===== src/rtl/fcd_pkg.sv =====
package fcd_pkg;

    localparam int MF_W     = 5;
    localparam int WIN_LEN  = 32;
    localparam int PH_W     = 5;
    localparam int MUL_W    = 6;
    localparam int WORD_W   = 32;
    localparam int KICK_BIT = 31;

    localparam logic SEL_CTRL = 1'b0;
    localparam logic SEL_KICK = 1'b1;

    typedef enum logic [1:0] {
        KS_IDLE   = 2'd0,
        KS_WAIT   = 2'd1,
        KS_SETTLE = 2'd2
    } kick_st_e;

    typedef struct packed {
        logic              we;
        logic              sel;
        logic [WORD_W-1:0] data;
    } reg_wr_t;

    function automatic logic [MUL_W-1:0] mult_of(input logic [MF_W-1:0] field);
        return MUL_W'(WIN_LEN) - MUL_W'(field);
    endfunction

endpackage


===== src/rtl/fcd_regs.sv =====
module fcd_regs
    import fcd_pkg::*;
#(
    parameter int FIELD_LSB = 8,
    parameter int KICK_LAT  = 2
) (
    input  logic              clk,
    input  logic              rst,
    input  reg_wr_t           wr,
    input  logic              rd_sel,
    input  logic              window_end,
    output logic [WORD_W-1:0] rd_data,
    output logic [MF_W-1:0]   act_field,
    output logic [MF_W-1:0]   staged_field,
    output logic              busy
);
    localparam int CNT_W = (KICK_LAT > 1) ? $clog2(KICK_LAT) : 1;
    localparam logic [CNT_W-1:0] CNT_LAST = CNT_W'(KICK_LAT - 1);

    kick_st_e         st;
    logic [CNT_W-1:0] cnt;
    logic             ctrl_wr_ok;
    logic             kick_req;

    assign busy       = (st != KS_IDLE);
    assign ctrl_wr_ok = wr.we && (wr.sel == SEL_CTRL) && !busy;
    assign kick_req   = wr.we && (wr.sel == SEL_KICK) && wr.data[KICK_BIT] && !busy;

    always_ff @(posedge clk) begin
        if (rst) begin
            st           <= KS_IDLE;
            cnt          <= '0;
            act_field    <= '0;
            staged_field <= '0;
        end else begin
            case (st)
                KS_IDLE: begin
                    if (ctrl_wr_ok)
                        staged_field <= wr.data[FIELD_LSB +: MF_W];
                    if (kick_req)
                        st <= KS_WAIT;
                end
                KS_WAIT: begin
                    if (window_end) begin
                        act_field <= staged_field;
                        cnt       <= '0;
                        st        <= KS_SETTLE;
                    end
                end
                KS_SETTLE: begin
                    if (cnt == CNT_LAST)
                        st <= KS_IDLE;
                    else
                        cnt <= cnt + 1'b1;
                end
                default: st <= KS_IDLE;
            endcase
        end
    end

    always_comb begin
        rd_data = '0;
        if (rd_sel == SEL_CTRL)
            rd_data[FIELD_LSB +: MF_W] = staged_field;
        else
            rd_data[KICK_BIT] = busy;
    end

endmodule


===== src/rtl/fcd_swallow.sv =====
module fcd_swallow
    import fcd_pkg::*;
(
    input  logic            clk,
    input  logic            rst,
    input  logic [MF_W-1:0] act_field,
    output logic            raw_pulse,
    output logic            window_end,
    output logic [PH_W-1:0] phase,
    output logic [PH_W-1:0] acc
);
    logic [MUL_W-1:0] mult;
    logic [MUL_W-1:0] sum;

    assign mult       = mult_of(act_field);
    assign sum        = {1'b0, acc} + mult;
    assign raw_pulse  = sum[MUL_W-1];
    assign window_end = (phase == PH_W'(WIN_LEN - 1));

    always_ff @(posedge clk) begin
        if (rst) begin
            phase <= '0;
            acc   <= '0;
        end else begin
            phase <= phase + 1'b1;
            acc   <= sum[PH_W-1:0];
        end
    end

endmodule


===== src/rtl/fcd_postdiv.sv =====
module fcd_postdiv #(
    parameter int POST_DIV = 2
) (
    input  logic clk,
    input  logic rst,
    input  logic raw_pulse,
    output logic clk_en
);
    generate
        if (POST_DIV <= 1) begin : g_pass
            always_ff @(posedge clk) begin
                if (rst) clk_en <= 1'b0;
                else     clk_en <= raw_pulse;
            end
        end else begin : g_count
            localparam int PC_W = $clog2(POST_DIV);
            localparam logic [PC_W-1:0] PC_LAST = PC_W'(POST_DIV - 1);
            logic [PC_W-1:0] pcnt;
            always_ff @(posedge clk) begin
                if (rst) begin
                    pcnt   <= '0;
                    clk_en <= 1'b0;
                end else begin
                    clk_en <= raw_pulse && (pcnt == PC_LAST);
                    if (raw_pulse)
                        pcnt <= (pcnt == PC_LAST) ? '0 : pcnt + 1'b1;
                end
            end
        end
    endgenerate

endmodule


===== src/rtl/frac_clken_div.sv =====
module frac_clken_div
    import fcd_pkg::*;
#(
    parameter int FIELD_LSB = 8,
    parameter int POST_DIV  = 2,
    parameter int KICK_LAT  = 2
) (
    input  logic        clk,
    input  logic        rst,
    input  logic        wr_en,
    input  logic        wr_sel,
    input  logic [31:0] wr_data,
    input  logic        rd_sel,
    output logic [31:0] rd_data,
    output logic        clk_en
);
    reg_wr_t         wr;
    logic [MF_W-1:0] act_field;
    logic [MF_W-1:0] staged_field;
    logic            busy;
    logic            raw_pulse;
    logic            window_end;
    logic [PH_W-1:0] phase;
    logic [PH_W-1:0] acc;

    assign wr = '{we: wr_en, sel: wr_sel, data: wr_data};

    fcd_regs #(
        .FIELD_LSB (FIELD_LSB),
        .KICK_LAT  (KICK_LAT)
    ) u_regs (
        .clk          (clk),
        .rst          (rst),
        .wr           (wr),
        .rd_sel       (rd_sel),
        .window_end   (window_end),
        .rd_data      (rd_data),
        .act_field    (act_field),
        .staged_field (staged_field),
        .busy         (busy)
    );

    fcd_swallow u_swallow (
        .clk        (clk),
        .rst        (rst),
        .act_field  (act_field),
        .raw_pulse  (raw_pulse),
        .window_end (window_end),
        .phase      (phase),
        .acc        (acc)
    );

    fcd_postdiv #(
        .POST_DIV (POST_DIV)
    ) u_postdiv (
        .clk       (clk),
        .rst       (rst),
        .raw_pulse (raw_pulse),
        .clk_en    (clk_en)
    );

endmodule


===== config.mk =====
export PLATFORM = sky130hd
export DESIGN_NAME = frac_clken_div
export DESIGN_NICKNAME = d
export VERILOG_FILES = /design/src/rtl/fcd_pkg.sv /design/src/rtl/fcd_regs.sv /design/src/rtl/fcd_swallow.sv /design/src/rtl/fcd_postdiv.sv /design/src/rtl/frac_clken_div.sv
export SDC_FILE = /design/constraint.sdc
export NUM_CORES = 1
export LEC_CHECK = 0
export BUFFER_PORTS_ARGS = -buffer_cell sky130_fd_sc_hd__buf_2
export CELL_PAD_IN_SITES_DETAIL_PLACEMENT = 1
export CELL_PAD_IN_SITES_GLOBAL_PLACEMENT = 1
export CORE_MARGIN = 3
export CORE_UTILIZATION = 35
export CTS_BUF_LIST = sky130_fd_sc_hd__clkbuf_4
export CTS_CLUSTER_DIAMETER = 100
export DETAILED_ROUTE_END_ITERATION = 10
export HOLD_SLACK_MARGIN = 0.03
export PLACE_DENSITY_LB_ADDON = 0.1
export SYNTH_ARGS = -nofsm -noshare
export SYNTH_HDL_FRONTEND = slang
export SYNTH_SLANG_ARGS = --single-unit

===== constraint.sdc =====
create_clock -name clk -period 2.4 [get_ports clk]
set_input_delay 0.12 -clock clk [delete_from_list [all_inputs] [get_ports clk]]
set_output_delay 0.12 -clock clk [all_outputs]
set_load 0.05 [all_outputs]

# [After elaboration in Yosys (flattened, before gate mapping)]
# Cells that the tools add are included.
[word_totals] input_bits=37 output_inout_bits=33 word_cells=44 register_bits=25
[classes] n_eq_ne=6 reduce_logical=14 n_addsub=5 bitwise=1 mux=10
[op_table] operator="adder 5 x 6 -> 6 bit" count=1
[op_table] operator="logical AND 1 bit" count=6
[op_table] operator="2-to-1 mux 2 bit" count=3
[op_table] operator="!= test 2 x 1 -> 1 bit (second input constant)" count=3
[op_table] operator="case mux 2 bit (3 select lines)" count=1
[op_table] operator="AND reduction 2 bit" count=3
[op_table] operator="subtractor 6 x 5 -> 6 bit (first input constant)" count=1
[op_table] operator="adder 5 x 1 -> 5 bit (second input constant)" count=1
[op_table] operator="== test 5 bit (second input constant)" count=1
[op_table] operator="2-to-1 mux 5 bit" count=1
[op_table] operator="2-to-1 mux 1 bit" count=4
[op_table] operator="nonzero test 2 bit" count=2
[op_table] operator="AND reduction 3 bit" count=1
[op_table] operator="adder 1 bit (second input constant)" count=2
[op_table] operator="== test 2 x 1 -> 1 bit (second input constant)" count=1
[op_table] operator="== test 2 bit (second input constant)" count=1
[op_table] operator="zero test 2 bit" count=1
[op_table] operator="case mux 1 bit (2 select lines)" count=1
[op_table] operator="zero test 1 bit" count=1
[op_table] operator="NOT 1 bit" count=1

# [Depth between registers and ports, before layout]
[depth] word_depth=5 depth_mapped=8 mapped_depth_nobuf=7

# [By module]
# Synthesis repeated with hierarchy kept, for this count alone.
[hier_totals] cells_unflattened=141 hier_area_um2=1292.5
[modules_own_cells] module="fcd_regs" cells_each=81 seq_area_each_um2=260.2 area_per_inst_um2=739.5 n_inst=1
[modules_own_cells] module="fcd_swallow" cells_each=54 seq_area_each_um2=200.2 area_per_inst_um2=493.0 n_inst=1
[modules_own_cells] module="fcd_postdiv" cells_each=6 seq_area_each_um2=40.0 area_per_inst_um2=60.1 n_inst=1

# [Worst setup path before layout]
# OpenSTA, ideal clock, no wires.
[synth_path] kind="register -> register" from="register u_swallow.phase[0]" to="register u_regs.act_field[0]" arrival_ns=1.412 slack_ns=0.860 period_less_slack_ns=1.540 required_ns=2.272 setup_time_ns=0.128 n_path_buf=1 stages_incl_launch_ff=9 cell_sequence="dfxtp_1 > ha_1 > and3_1 > ha_1 > nand2_1 > or2_1 > buf_2 > mux2i_1 > nor2_1"
[synth_between] elab_chain_len=2
[synth_rtl] item="from (decl)" line_no="fcd_swallow.sv:9" source="output logic [PH_W-1:0] phase,"
[synth_rtl] item="from (signal assigned)" line_no="fcd_swallow.sv:25" source="phase <= phase + 1'b1;"
[synth_rtl] item="== test 5 bit" line_no="fcd_swallow.sv:18" source="assign window_end = (phase == PH_W'(WIN_LEN - 1));"
[synth_rtl] item="AND reduction 2 bit (no line)"
[synth_rtl] item="to (signal assigned)" line_no="fcd_regs.sv:45" source="act_field <= staged_field;"
[synth_rtl] item="to (decl)" line_no="fcd_regs.sv:13" source="output logic [MF_W-1:0] act_field,"
# No other way between the ends.
# A chain may end at the register's enable or synchronous reset.

# [Worst setup path in the final report]
# Same ends and word-level chain as after synthesis.

==> qor.yml <==
ys_types: 30
row_count: 21
detailedRoute.firstIterationViolations: 41
cts_tree: "built"
port_buffers: 17
grt_max_degree: 29
worst_ir_drop_vdd_v: 0.000193
worst-setup-path-type: "flip-flop to flip-flop"
power_density_of_the_placed_cells_mw_per_mm2: 564
cp_max_fo: 6
post_synthesis_mean_instance_area_um2: 9.11
grt-ovfl-total: 0
design.core.area_mm2: 0.00349
result_of_the_run: "finished, final reports clean"
synth_area_leaders: "sky130_fd_sc_hd__dfxtp_1 (38%), sky130_fd_sc_hd__buf_4 (15%), sky130_fd_sc_hd__mux2i_1 (8.3%)"
initial_core_util: 0.378
dominantRegCellSynth: "sky130_fd_sc_hd__dfxtp_1"
totalNegativeSetupSlack_ns: 0
grt_util_all_layers: 0.112
path_clk_slew_ns: 0.13
clock_power_share: 0.247
grt_setup_unrepaired: "false"
floorplan.die.height_um: 67.4
n_antenna_cell: 0
multi_input_area_um2: 673
design.die.area_mm2: 0.00455
cellLeakagePower_nw: 0.660
avgViaCountPerCell: 4.45
synth-warning-count: 0
report.power.total_mw: 0.783
synthesized_area_fraction_occupied_by_ao_oa_aoi_and_oai_cells: 0.0492
grt_pass1_vias: 898
ctsLongestPathBuffers: 2
ant_nets: 0
detail_route.wl_per_cell_um: 11.4
dpl-instance-area_mm2: 0.00135
power.share.sequential: 0.558
ff2ff_setup_slack_ns: 0.67
clock_sinks: 25
min_period_over_period: 0.723
ioPinCount: 70
worst_path_max_delay_cell: "sky130_fd_sc_hd__dfxtp_1"
finish.cell_count_without_fillers: 208
vias: 926
worst_hold_path.num_cells: 3
die_x_um: 67.4
post_route_hold_slack_ns: 0.0437
htree_levels: 1
layout.filler_cells: 428
synth_seq_cells: 25
ctsRootBufferMaster: "sky130_fd_sc_hd__clkbuf_4"
report.final.slew_viol_count: 0
post_synth_fa_ha_maj_area_fraction: 0.0814
crit_buf_inv: 0
path_delay_family: "simple AND/OR/NAND/NOR gates"
required_ns: 2.59
antenna_found_initial: 0
detailedRoute.firstPassIterationCount: 4
comb_power_share: 0.195
reg2regPathDepth: 7
postRouteWirelength_mm: 2.36
number_of_failing_hold_endpoints_at_the_final_stage: 0
synth_top_family_by_area: "simple AND/OR/NAND/NOR gates"
postCtsSetupRepairBufs: 0
clock-skew-final_ns: 0.00238
cp_slowest_stage_delay_ns: 0.35
worst_pin_slew_ns: 0.504
drive_above_1_share: 0.142
yosys.area_share.xor_xnor: 0.0133
ys_async_sr_fraction: 0
tritoncts_buffer_count: 3
synth.yosys.seq_area_share: 0.379
power.net_switching_mw: 0.253
yosys-mux-area-fraction: 0.0919
worst_setup_ep_type: "flip-flop"
wire_length_of_the_first_global_routing_pass_mm: 3.82
number_of_instances_in_the_synthesized_netlist: 145
nets: 208
power.switching_fraction: 0.324
synth_enable_flop_cells: 0
shortest_clock_period_the_worst_path_allows_after_layout_ns: 1.73
clock_insertion_delay_worst_skew_ns: 0.31
area_growth_from_synthesis_to_final_layout_pct: 4.92
path_cells: "ha_1 > and3_1 > ha_1 > nand2_1 > or2_1 > mux2i_1 > nor2_1"
globalplace.congestion: 0.629
synthSimpleGateAreaFrac: 0.200
cp_common_cell: "sky130_fd_sc_hd__ha_1"
dpl.cell_count: 203
intPower_mw: 0.529
report.final.setup_viol: 0
seqCellArea_um2: 500
worstSetupStartpointType: "flip-flop"
max_slew_headroom_at_the_worst_pin: 0.664
hold_path.class: "input port to flip-flop"
cp_data_arrival_time_ns: 1.93
synthDominantCellAreaShare: 0.379
fmaxAchievable_ghz: 0.576
synthTopCellsByCount: "sky130_fd_sc_hd__buf_4 (26), sky130_fd_sc_hd__dfxtp_1 (25), sky130_fd_sc_hd__nor2_1 (19)"
syn_area_mm2: 0.00132
yosysTopAreaCell: "sky130_fd_sc_hd__dfxtp_1"
crit_cells: 7
final_area_mm2: 0.00139
max_cap_violation_count: 0
most_frequent_cell_after_synthesis: "sky130_fd_sc_hd__buf_4"
detailedPlacementHpwl_mm: 1.90
drt_drc_violations_left: 0
[worst reg2reg max path: stages, from the launching register on]
cell and delay (ns):
sky130_fd_sc_hd__dfxtp_1 0.35, sky130_fd_sc_hd__ha_1 0.22, sky130_fd_sc_hd__and3_1 0.19, sky130_fd_sc_hd__ha_1 0.19
sky130_fd_sc_hd__nand2_1 0.09, sky130_fd_sc_hd__or2_1 0.29, sky130_fd_sc_hd__mux2i_1 0.24, sky130_fd_sc_hd__nor2_1 0.05
[through the flow]
step,utilization,setup slack [ns]
final,0.397,0.665
after global routing,0.397,0.503
after CTS,0.397,0.642
after detailed placement,0.385,0.662
after global placement,0.385,0.706
after floorplan,-,0.860
[routing by layer]
metal  wire, um  global-route usage  part of all wire  vias to the layer above
li1           -                   -                 -                      459
met1       1020               0.132              0.43                      433
met2       1160               0.190              0.49                       32
met3        146              0.0150             0.062                        2
met4         36              0.0684             0.015                        0
met5          0                   0                 0                        -
[repair_timing]
item	CTS	global route
hold endpoints to repair	1	0
resized for setup	0	0
hold buffers	1	0
[final cells by class]
cell class | instances | area share
clock buffer | 4 | 0.0217
inverter | 8 | 0.0217
sequential | 25 | 0.361
timing repair buffer | 18 | 0.0686
multi-input combinational | 107 | 0.486
tap | 46 | 0.0415
[logic make-up after synthesis]
logic type	Yosys count
AO/OA/AOI/OAI	10
flip-flops	25
buffers and inverters	38
other	1
XOR/XNOR	2
AND/OR/NAND/NOR	49
adder cells (fa/ha/maj)	8
multiplexers	12
[power by group through the flow]
stage,Combinational [mW],Clock [mW],Sequential [mW]
final,0.153,0.193,0.436
after global routing,0.164,0.223,0.439
after CTS,0.153,0.208,0.437
after detailed placement,0.152,0,0.446
after global placement,0.150,0,0.445
after floorplan,0.163,0,0.446
[worst paths after layout]
kind,start,to
worst min-delay path,wr_data[11],u_regs.staged_field[3]
worst max register to register,u_swallow.phase[0],u_regs.act_field[0]
worst max-delay path,u_swallow.phase[0],u_regs.act_field[0]
worst min register to register,u_swallow.phase[0],u_swallow.phase[0]
[sequential cells by signal, summed over array words and instances (netlist names)]
register / count
u_regs.cnt: 1
u_postdiv.g_count.pcnt: 1
u_swallow.phase: 5
u_regs.st: 2
u_regs.act_field: 5
u_regs.staged_field: 5
u_postdiv.clk_en: 1
u_swallow.acc: 5
[layout by cell type, fill, tap and decap left out, drive strengths merged]
cell type / netlist / layout
conb: 1 / 26
dfxtp: 25 / 25
nor2: 19 / 19
buf: 28 / 17
nor2b: 11 / 11
mux2i: 11 / 11
inv: 8 / 8
ha: 7 / 7
nor3: 5 / 5
clkbuf: 2 / 4
nand3: 3 / 3
nand2: 3 / 3
a21oi: 3 / 3
and3: 2 / 2
o21a: 2 / 2
o21ai: 2 / 2
nor3b: 2 / 2
nor4b: 2 / 2
mux2: 1 / 1
or2: 1 / 1
o31a: 1 / 1
a211oi: 1 / 1
nor4: 1 / 1
a311oi: 1 / 1
xor2: 1 / 1
xnor2: 1 / 1
fa: 1 / 1
dlygate4sd3: 0 / 1
Note: power is estimated with default switching activity, not from simulation.
